==> src/rtl/pwr_thr_pkg.sv <==
package pwr_thr_pkg;

   typedef enum logic [1:0] {
      THR_NONE  = 2'd0,
      THR_HALF  = 2'd1,
      THR_HEAVY = 2'd2
   } throttle_e;

   localparam int unsigned ADDR_STATUS  = 0;
   localparam int unsigned ADDR_THRESH  = 1;
   localparam int unsigned ADDR_LIMIT_A = 2;
   localparam int unsigned ADDR_LIMIT_B = 3;

   localparam int unsigned T2_LSB   = 8;
   localparam int unsigned ALM1_BIT = 16;
   localparam int unsigned ALM2_BIT = 17;

   // The upper alarm outranks the lower one.
   function automatic throttle_e pick_level(input logic alm1, input logic alm2);
      if (alm2)
         return THR_HEAVY;
      else if (alm1)
         return THR_HALF;
      else
         return THR_NONE;
   endfunction

endpackage

==> src/rtl/pwr_thr_regs.sv <==
module pwr_thr_regs
   import pwr_thr_pkg::*;
#(
   parameter int unsigned THR_W  = 7,
   parameter int unsigned ADDR_W = 2
) (
   input  logic                       clk,
   input  logic                       rst_n,
   input  logic                       we,
   input  logic [ADDR_W-1:0]          addr,
   input  logic [T2_LSB+THR_W-1:0]    wfield,
   output logic [THR_W-1:0]           thr1,
   output logic [THR_W-1:0]           thr2
);

   localparam logic [THR_W-1:0] THR_RST = {THR_W{1'b1}};

   logic hit;
   assign hit = we && (addr == ADDR_W'(ADDR_THRESH));

   always_ff @(posedge clk or negedge rst_n) begin
      if (!rst_n) begin
         thr1 <= THR_RST;
         thr2 <= THR_RST;
      end else if (hit) begin
         thr1 <= wfield[THR_W-1:0];
         thr2 <= wfield[T2_LSB +: THR_W];
      end
   end

endmodule

==> src/rtl/pwr_thr_cmp.sv <==
module pwr_thr_cmp
   import pwr_thr_pkg::*;
#(
   parameter int unsigned PWR_W   = 18,
   parameter int unsigned THR_W   = 7,
   parameter bit          REG_OUT = 1'b1
) (
   input  logic              clk,
   input  logic              rst_n,
   input  logic [PWR_W-1:0]  power,
   input  logic [THR_W-1:0]  thr1,
   input  logic [THR_W-1:0]  thr2,
   output logic              alm1,
   output logic              alm2,
   output logic [1:0]        level
);

   logic [PWR_W-1:0] thr1_x;
   logic [PWR_W-1:0] thr2_x;
   throttle_e        lvl_d;

   assign thr1_x = PWR_W'(thr1);
   assign thr2_x = PWR_W'(thr2);
   assign alm1   = (power >= thr1_x);
   assign alm2   = (power >= thr2_x);
   assign lvl_d  = pick_level(alm1, alm2);

   generate
      if (REG_OUT) begin : g_reg
         throttle_e lvl_q;
         always_ff @(posedge clk or negedge rst_n) begin
            if (!rst_n)
               lvl_q <= THR_NONE;
            else
               lvl_q <= lvl_d;
         end
         assign level = lvl_q;
      end else begin : g_comb
         logic unused_clk;
         assign unused_clk = clk ^ rst_n;
         assign level = lvl_d;
      end
   endgenerate

endmodule

==> src/rtl/pwr_thr_rdmux.sv <==
module pwr_thr_rdmux
   import pwr_thr_pkg::*;
#(
   parameter int unsigned PWR_W   = 18,
   parameter int unsigned THR_W   = 7,
   parameter int unsigned LIM_W   = 15,
   parameter int unsigned NUM_LIM = 2,
   parameter int unsigned DATA_W  = 64,
   parameter int unsigned ADDR_W  = 2
) (
   input  logic                          clk,
   input  logic                          rst_n,
   input  logic [ADDR_W-1:0]             addr,
   input  logic [PWR_W-1:0]              power,
   input  logic                          lat_ok,
   input  logic [THR_W-1:0]              thr1,
   input  logic [THR_W-1:0]              thr2,
   input  logic                          alm1,
   input  logic                          alm2,
   input  logic [NUM_LIM-1:0][LIM_W:0]   lim_raw,
   output logic [DATA_W-1:0]             rdata
);

   logic [DATA_W-1:0]               w_status;
   logic [DATA_W-1:0]               w_thresh;
   logic [NUM_LIM-1:0][DATA_W-1:0]  w_limit;
   logic [DATA_W-1:0]               rd_d;

   always_comb begin
      w_status             = '0;
      w_status[PWR_W-1:0]  = power;
      w_status[PWR_W]      = lat_ok;
   end

   always_comb begin
      w_thresh                  = '0;
      w_thresh[THR_W-1:0]       = thr1;
      w_thresh[T2_LSB +: THR_W] = thr2;
      w_thresh[ALM1_BIT]        = alm1;
      w_thresh[ALM2_BIT]        = alm2;
   end

   // A limit whose valid bit is clear reads as an all-zero word.
   generate
      for (genvar i = 0; i < NUM_LIM; i++) begin : g_lim
         always_comb begin
            w_limit[i] = '0;
            if (lim_raw[i][LIM_W]) begin
               w_limit[i][LIM_W-1:0] = lim_raw[i][LIM_W-1:0];
               w_limit[i][LIM_W]     = 1'b1;
            end
         end
      end
   endgenerate

   always_comb begin
      unique case (int'(addr))
         ADDR_STATUS:  rd_d = w_status;
         ADDR_THRESH:  rd_d = w_thresh;
         ADDR_LIMIT_A: rd_d = w_limit[0];
         ADDR_LIMIT_B: rd_d = w_limit[NUM_LIM-1];
         default:      rd_d = '0;
      endcase
   end

   always_ff @(posedge clk or negedge rst_n) begin
      if (!rst_n)
         rdata <= '0;
      else
         rdata <= rd_d;
   end

endmodule

==> src/rtl/pwr_throttle_mon.sv <==
module pwr_throttle_mon
   import pwr_thr_pkg::*;
#(
   parameter int unsigned PWR_W   = 18,
   parameter int unsigned THR_W   = 7,
   parameter int unsigned LIM_W   = 15,
   parameter int unsigned DATA_W  = 64,
   parameter int unsigned ADDR_W  = 2,
   parameter bit          REG_OUT = 1'b1
) (
   input  logic              clk,
   input  logic              rst_n,
   input  logic [PWR_W-1:0]  power_in,
   input  logic              lat_ok_in,
   input  logic [LIM_W:0]    lim_a_in,
   input  logic [LIM_W:0]    lim_b_in,
   input  logic              reg_we,
   input  logic [ADDR_W-1:0] reg_addr,
   input  logic [DATA_W-1:0] reg_wdata,
   output logic [DATA_W-1:0] reg_rdata,
   output logic [1:0]        throttle_lvl
);

   localparam int unsigned NUM_LIM = 2;
   localparam int unsigned WF_W    = T2_LSB + THR_W;

   generate
      if (THR_W > T2_LSB) begin : g_bad_thr
         $error("THR_W must not exceed 8");
      end
      if (PWR_W < THR_W) begin : g_bad_pwr
         $error("PWR_W must be at least THR_W");
      end
      if (DATA_W < PWR_W + 1 || DATA_W <= ALM2_BIT || DATA_W <= LIM_W) begin : g_bad_data
         $error("DATA_W too narrow for the register layout");
      end
      if (ADDR_W < 2) begin : g_bad_addr
         $error("ADDR_W must cover four words");
      end
   endgenerate

   logic [THR_W-1:0]              thr1_q;
   logic [THR_W-1:0]              thr2_q;
   logic                          alm1;
   logic                          alm2;
   logic [NUM_LIM-1:0][LIM_W:0]   lim_raw;

   assign lim_raw[0] = lim_a_in;
   assign lim_raw[1] = lim_b_in;

   pwr_thr_regs #(
      .THR_W  (THR_W),
      .ADDR_W (ADDR_W)
   ) u_regs (
      .clk    (clk),
      .rst_n  (rst_n),
      .we     (reg_we),
      .addr   (reg_addr),
      .wfield (reg_wdata[WF_W-1:0]),
      .thr1   (thr1_q),
      .thr2   (thr2_q)
   );

   pwr_thr_cmp #(
      .PWR_W   (PWR_W),
      .THR_W   (THR_W),
      .REG_OUT (REG_OUT)
   ) u_cmp (
      .clk   (clk),
      .rst_n (rst_n),
      .power (power_in),
      .thr1  (thr1_q),
      .thr2  (thr2_q),
      .alm1  (alm1),
      .alm2  (alm2),
      .level (throttle_lvl)
   );

   pwr_thr_rdmux #(
      .PWR_W   (PWR_W),
      .THR_W   (THR_W),
      .LIM_W   (LIM_W),
      .NUM_LIM (NUM_LIM),
      .DATA_W  (DATA_W),
      .ADDR_W  (ADDR_W)
   ) u_rd (
      .clk     (clk),
      .rst_n   (rst_n),
      .addr    (reg_addr),
      .power   (power_in),
      .lat_ok  (lat_ok_in),
      .thr1    (thr1_q),
      .thr2    (thr2_q),
      .alm1    (alm1),
      .alm2    (alm2),
      .lim_raw (lim_raw),
      .rdata   (reg_rdata)
   );

endmodule

==> config.mk <==
export PLATFORM = sky130hd
export DESIGN_NAME = pwr_throttle_mon
export DESIGN_NICKNAME = d
export VERILOG_FILES = /design/src/rtl/pwr_thr_pkg.sv /design/src/rtl/pwr_thr_regs.sv /design/src/rtl/pwr_thr_cmp.sv /design/src/rtl/pwr_thr_rdmux.sv /design/src/rtl/pwr_throttle_mon.sv
export SDC_FILE = /design/constraint.sdc
export NUM_CORES = 1
export LEC_CHECK = 0
export BUFFER_PORTS_ARGS = -buffer_cell sky130_fd_sc_hd__buf_2
export CAP_MARGIN = 15
export CELL_PAD_IN_SITES_DETAIL_PLACEMENT = 1
export CELL_PAD_IN_SITES_GLOBAL_PLACEMENT = 1
export CORE_UTILIZATION = 27
export DETAILED_ROUTE_END_ITERATION = 8
export MAX_ROUTING_LAYER = met4
export PLACE_DENSITY_LB_ADDON = 0.2
export SYNTH_ARGS = -nofsm -noshare
export SYNTH_HDL_FRONTEND = slang
export SYNTH_SLANG_ARGS = --single-unit
==> constraint.sdc <==
create_clock -name clk -period 2.6 [get_ports clk]
set_clock_uncertainty 0.2 [all_clocks]
set_input_delay 0.52 -clock clk [delete_from_list [all_inputs] [get_ports clk]]
set_output_delay 0.52 -clock clk [all_outputs]
set_load 0.005 [all_outputs]
==> out/summary.log <==
[floorplan] number of I/O pins 186
[sta] final critical-path required period 2070 ps
[finish] area growth from synthesis to final layout 19.7%
[clock_tree] CTS tree built
[logic_synthesis] sequential element share of the synthesized area 38.1%
[logic_synthesis] Yosys warning total 0
[setup_path] largest stage delay on the critical path 540 ps
[clock_tree] Resized cells post-CTS 0
[setup_path] worst-path cell with the longest stage delay sky130_fd_sc_hd__dfstp_2
[grt] initial antenna violation count 0
[grt] global-route total usage across every layer 15.5%
[sta] number of hold-slack violations in the final timing report 0
[floorplan] Starting Density 28.3%
[clock_tree] Hold-fix buffers, CTS 0
[route] routed via count 1943
[grt] GR Layer Usage met2 25.5%
[grt] via count of the first global-routing pass 2000
[route] vias per inst 4.51
[setup_path] WP buf/inv 1
[power_and_ir_drop] Leak 0.00138 uW
[clock_tree] number of buffers on the longest clock path 2
[status] outcome complete, no violations
[grt] met3 routing resource usage after global routing 2.79%
[setup_path] worst setup path class flip-flop to flip-flop
[finish] most frequent standard cell in the layout excluding fill and tap cells sky130_fd_sc_hd__buf_2
[finish] final-stage net count 459
[setup_path] data required time of the critical path 2560 ps
[sta] share of the clock period used by the worst path after layout 79.4%
[clock_tree] clock sink total 35
[logic_synthesis] share of flip-flops with an asynchronous set or reset 100%
[sta] slew of the pin with the lowest slew margin 807 ps
[logic_synthesis] register bit total from synthesis 35
[sta] Total Neg Setup Slack 0 ps
[logic_synthesis] leading post-synthesis cells by cell area sky130_fd_sc_hd__dfrtp_1 22%, sky130_fd_sc_hd__dfstp_2 16%, sky130_fd_sc_hd__buf_4 14%
[clock_tree] number of setup buffers added after CTS 0
[floorplan] Core Area 8300 sq um
[grt] Overflow after GRT 0
[sta] Achievable Freq 484 MHz
[floorplan] chip width 95.2 um
[logic_synthesis] most instantiated flip-flop cell in the synthesis netlist sky130_fd_sc_hd__dfrtp_1
[route] Total Routed Length 6.59 mm
[setup_path] critical path cell sequence inv_1, ha_1, a21oi_1, o21ai_0, and3_4, o41a_1
[logic_synthesis] Syn Area/Cell 9.82 sq um
[power_and_ir_drop] power per unit of standard cell area 534 nW/um^2
[finish] number of diodes 0
[setup_path] gate family responsible for the most delay along the worst path compound AO/OA/AOI/OAI gates
[logic_synthesis] total standard cell area after synthesis 2350 sq um
[setup_path] element type at the critical path start flip-flop
[clock_tree] CTS HTree Levels 2
[floorplan] die area 9070 sq um
[finish] highest-count cells in the layout ignoring fill and taps 90 x sky130_fd_sc_hd__buf_2, 45 x sky130_fd_sc_hd__conb_1, 21 x sky130_fd_sc_hd__dfrtp_1
[route] Starting DRT DRC Count 20
[finish] share of post-route cells with drive strength above 1 42.0%
[worst_hold_path] hold crit path type input port to asynchronous set/reset pin
[setup_path] data arrival time of the critical path 2030 ps
[clock_tree] insertion delay to the later sink of the worst-skew pair 290 ps
[floorplan] number of placement rows 33
[sta] hold slack final 121 ps
[clock_tree] buffer cell driving the clock tree root sky130_fd_sc_hd__clkbuf_8
[logic_synthesis] count of flip-flops with a built-in enable after synthesis 0
[grt] busiest grt layer met2
[clock_tree] Clock Pin Slew Worst Setup and Hold Paths 70 ps
[route] total iterations of the first detailed-routing run 4
[run] count of max-cap constraint violations 0
[logic_synthesis] count of unique library cells instantiated by Yosys 39
[setup_path] type of element capturing the critical path flip-flop
[finish] Final Cell Area 2810 sq um
[route] residual DRC count 0
[logic_synthesis] share of the synthesized area in the top cell type 22.4%
[logic_synthesis] dominant cell type by area after synthesis sky130_fd_sc_hd__dfrtp_1
[sta] number of pins exceeding their max-slew limit in the final report 0
[setup_path] CP max FO 3
[sta] unrepaired setup endpoints after global routing false
[route] Antenna Nets Post-Route 0
[grt] largest net degree at the start of global routing 36
[logic_synthesis] cell count after synthesis 239
[placed_design] total half-perimeter wirelength after legalization and detailed placement 5.22 mm
[floorplan] Die Ht 95.2 um
[sta] final setup violation count 0
[placed_design] instance area at placement 2720 sq um
[placed_design] placer's final routability congestion estimate 0.735
[grt] met1 capacity usage during global routing 19.3%
[route] detail-routed net length per standard cell 15.3 um
[clock_tree] TritonCTS buffer count 5
[power_and_ir_drop] Max VDD drop 0.192 mV
[placed_design] number of port buffers 90
[sta] worst rel slew slack 46.2%
[grt] first-pass GRT wire length 10.2 mm
-- metrics by stage --
stage	cells	total power (uW)	worst slack, ps	utilization [%]
6_report	431	1500	535	33.8
5_1_grt	431	1610	406	33.8
4_1_cts	431	1530	518	33.8
3_5_place_dp	423	1100	440	32.7
3_3_place_gp	423	1090	468	32.7
2_1_floorplan	283	974	683	-
-- sequential cells by signal (all words and copies together) (netlist names) --
name / cells
u_rd.rdata: 19
u_regs.thr2: 7
u_cmp.level: 2
u_regs.thr1: 7
-- routing by layer --
layer	routed length, um	vias to the layer above
met2	3120	84
li1	-	930
met1	2980	921
met4	102	0
met3	386	8
met5	0	-
-- cell usage after synthesis (5+ instances only) --
cell                        count
sky130_fd_sc_hd__buf_4         45
sky130_fd_sc_hd__dfrtp_1       21
sky130_fd_sc_hd__a2bb2oi_1      7
sky130_fd_sc_hd__mux2_2        14
sky130_fd_sc_hd__clkbuf_1       5
sky130_fd_sc_hd__nand2_1        6
sky130_fd_sc_hd__a221oi_1       8
sky130_fd_sc_hd__ha_1          14
sky130_fd_sc_hd__o21ai_0       16
sky130_fd_sc_hd__buf_2          6
sky130_fd_sc_hd__a21oi_1       20
sky130_fd_sc_hd__a22oi_1        7
sky130_fd_sc_hd__nand3_1       10
sky130_fd_sc_hd__inv_1         14
sky130_fd_sc_hd__dfstp_2       14
sky130_fd_sc_hd__nor2_1         5
-- worst paths after layout --
path | startpoint | end | slack (ps) | depth (start not counted)
worst max-delay path | u_regs.thr2[3] | u_rd.rdata[17] | 530 | 6
worst min-delay path | rst_n | u_rd.rdata[16] | 120 | 1
worst max register to register | u_regs.thr2[3] | u_rd.rdata[17] | 530 | 6
worst min register to register | u_regs.thr2[6] | u_regs.thr2[6] | 430 | 1
max in group asynchronous | rst_n | u_rd.rdata[1] | 1580 | 1
min in group clk | reg_wdata[2] | u_regs.thr1[2] | 260 | 2
-- cells by family (layout without fill, tap and decap cells) --
kind of cell | Yosys count | after routing | share of synthesized area, %
buffers and inverters | 72 | 115 | 19.0
AO/OA/AOI/OAI | 67 | 67 | 19.3
AND/OR/NAND/NOR | 36 | 36 | 9.28
flip-flops | 35 | 35 | 38.1
adder cells (fa/ha/maj) | 14 | 14 | 7.47
multiplexers | 14 | 14 | 6.72
other | 1 | 45 | 0.160
-- final cells by class --
cell class              count  area [sq um]
repair buffers             92           465
fillers                  1007          5490
clock inverters             1          5.00
inverters                  15          56.3
flip-flops and latches     35           893
well taps                 105           131
clock buffers               7          86.3
multi-input cells         176          1170
-- report_power, final --
part | internal [uW] | switching, uW
clock | 214 | 204
sequential | 646 | 41.7
combinational | 187 | 206
total | 1050 | 452
Note: power is estimated with default switching activity, not from simulation.
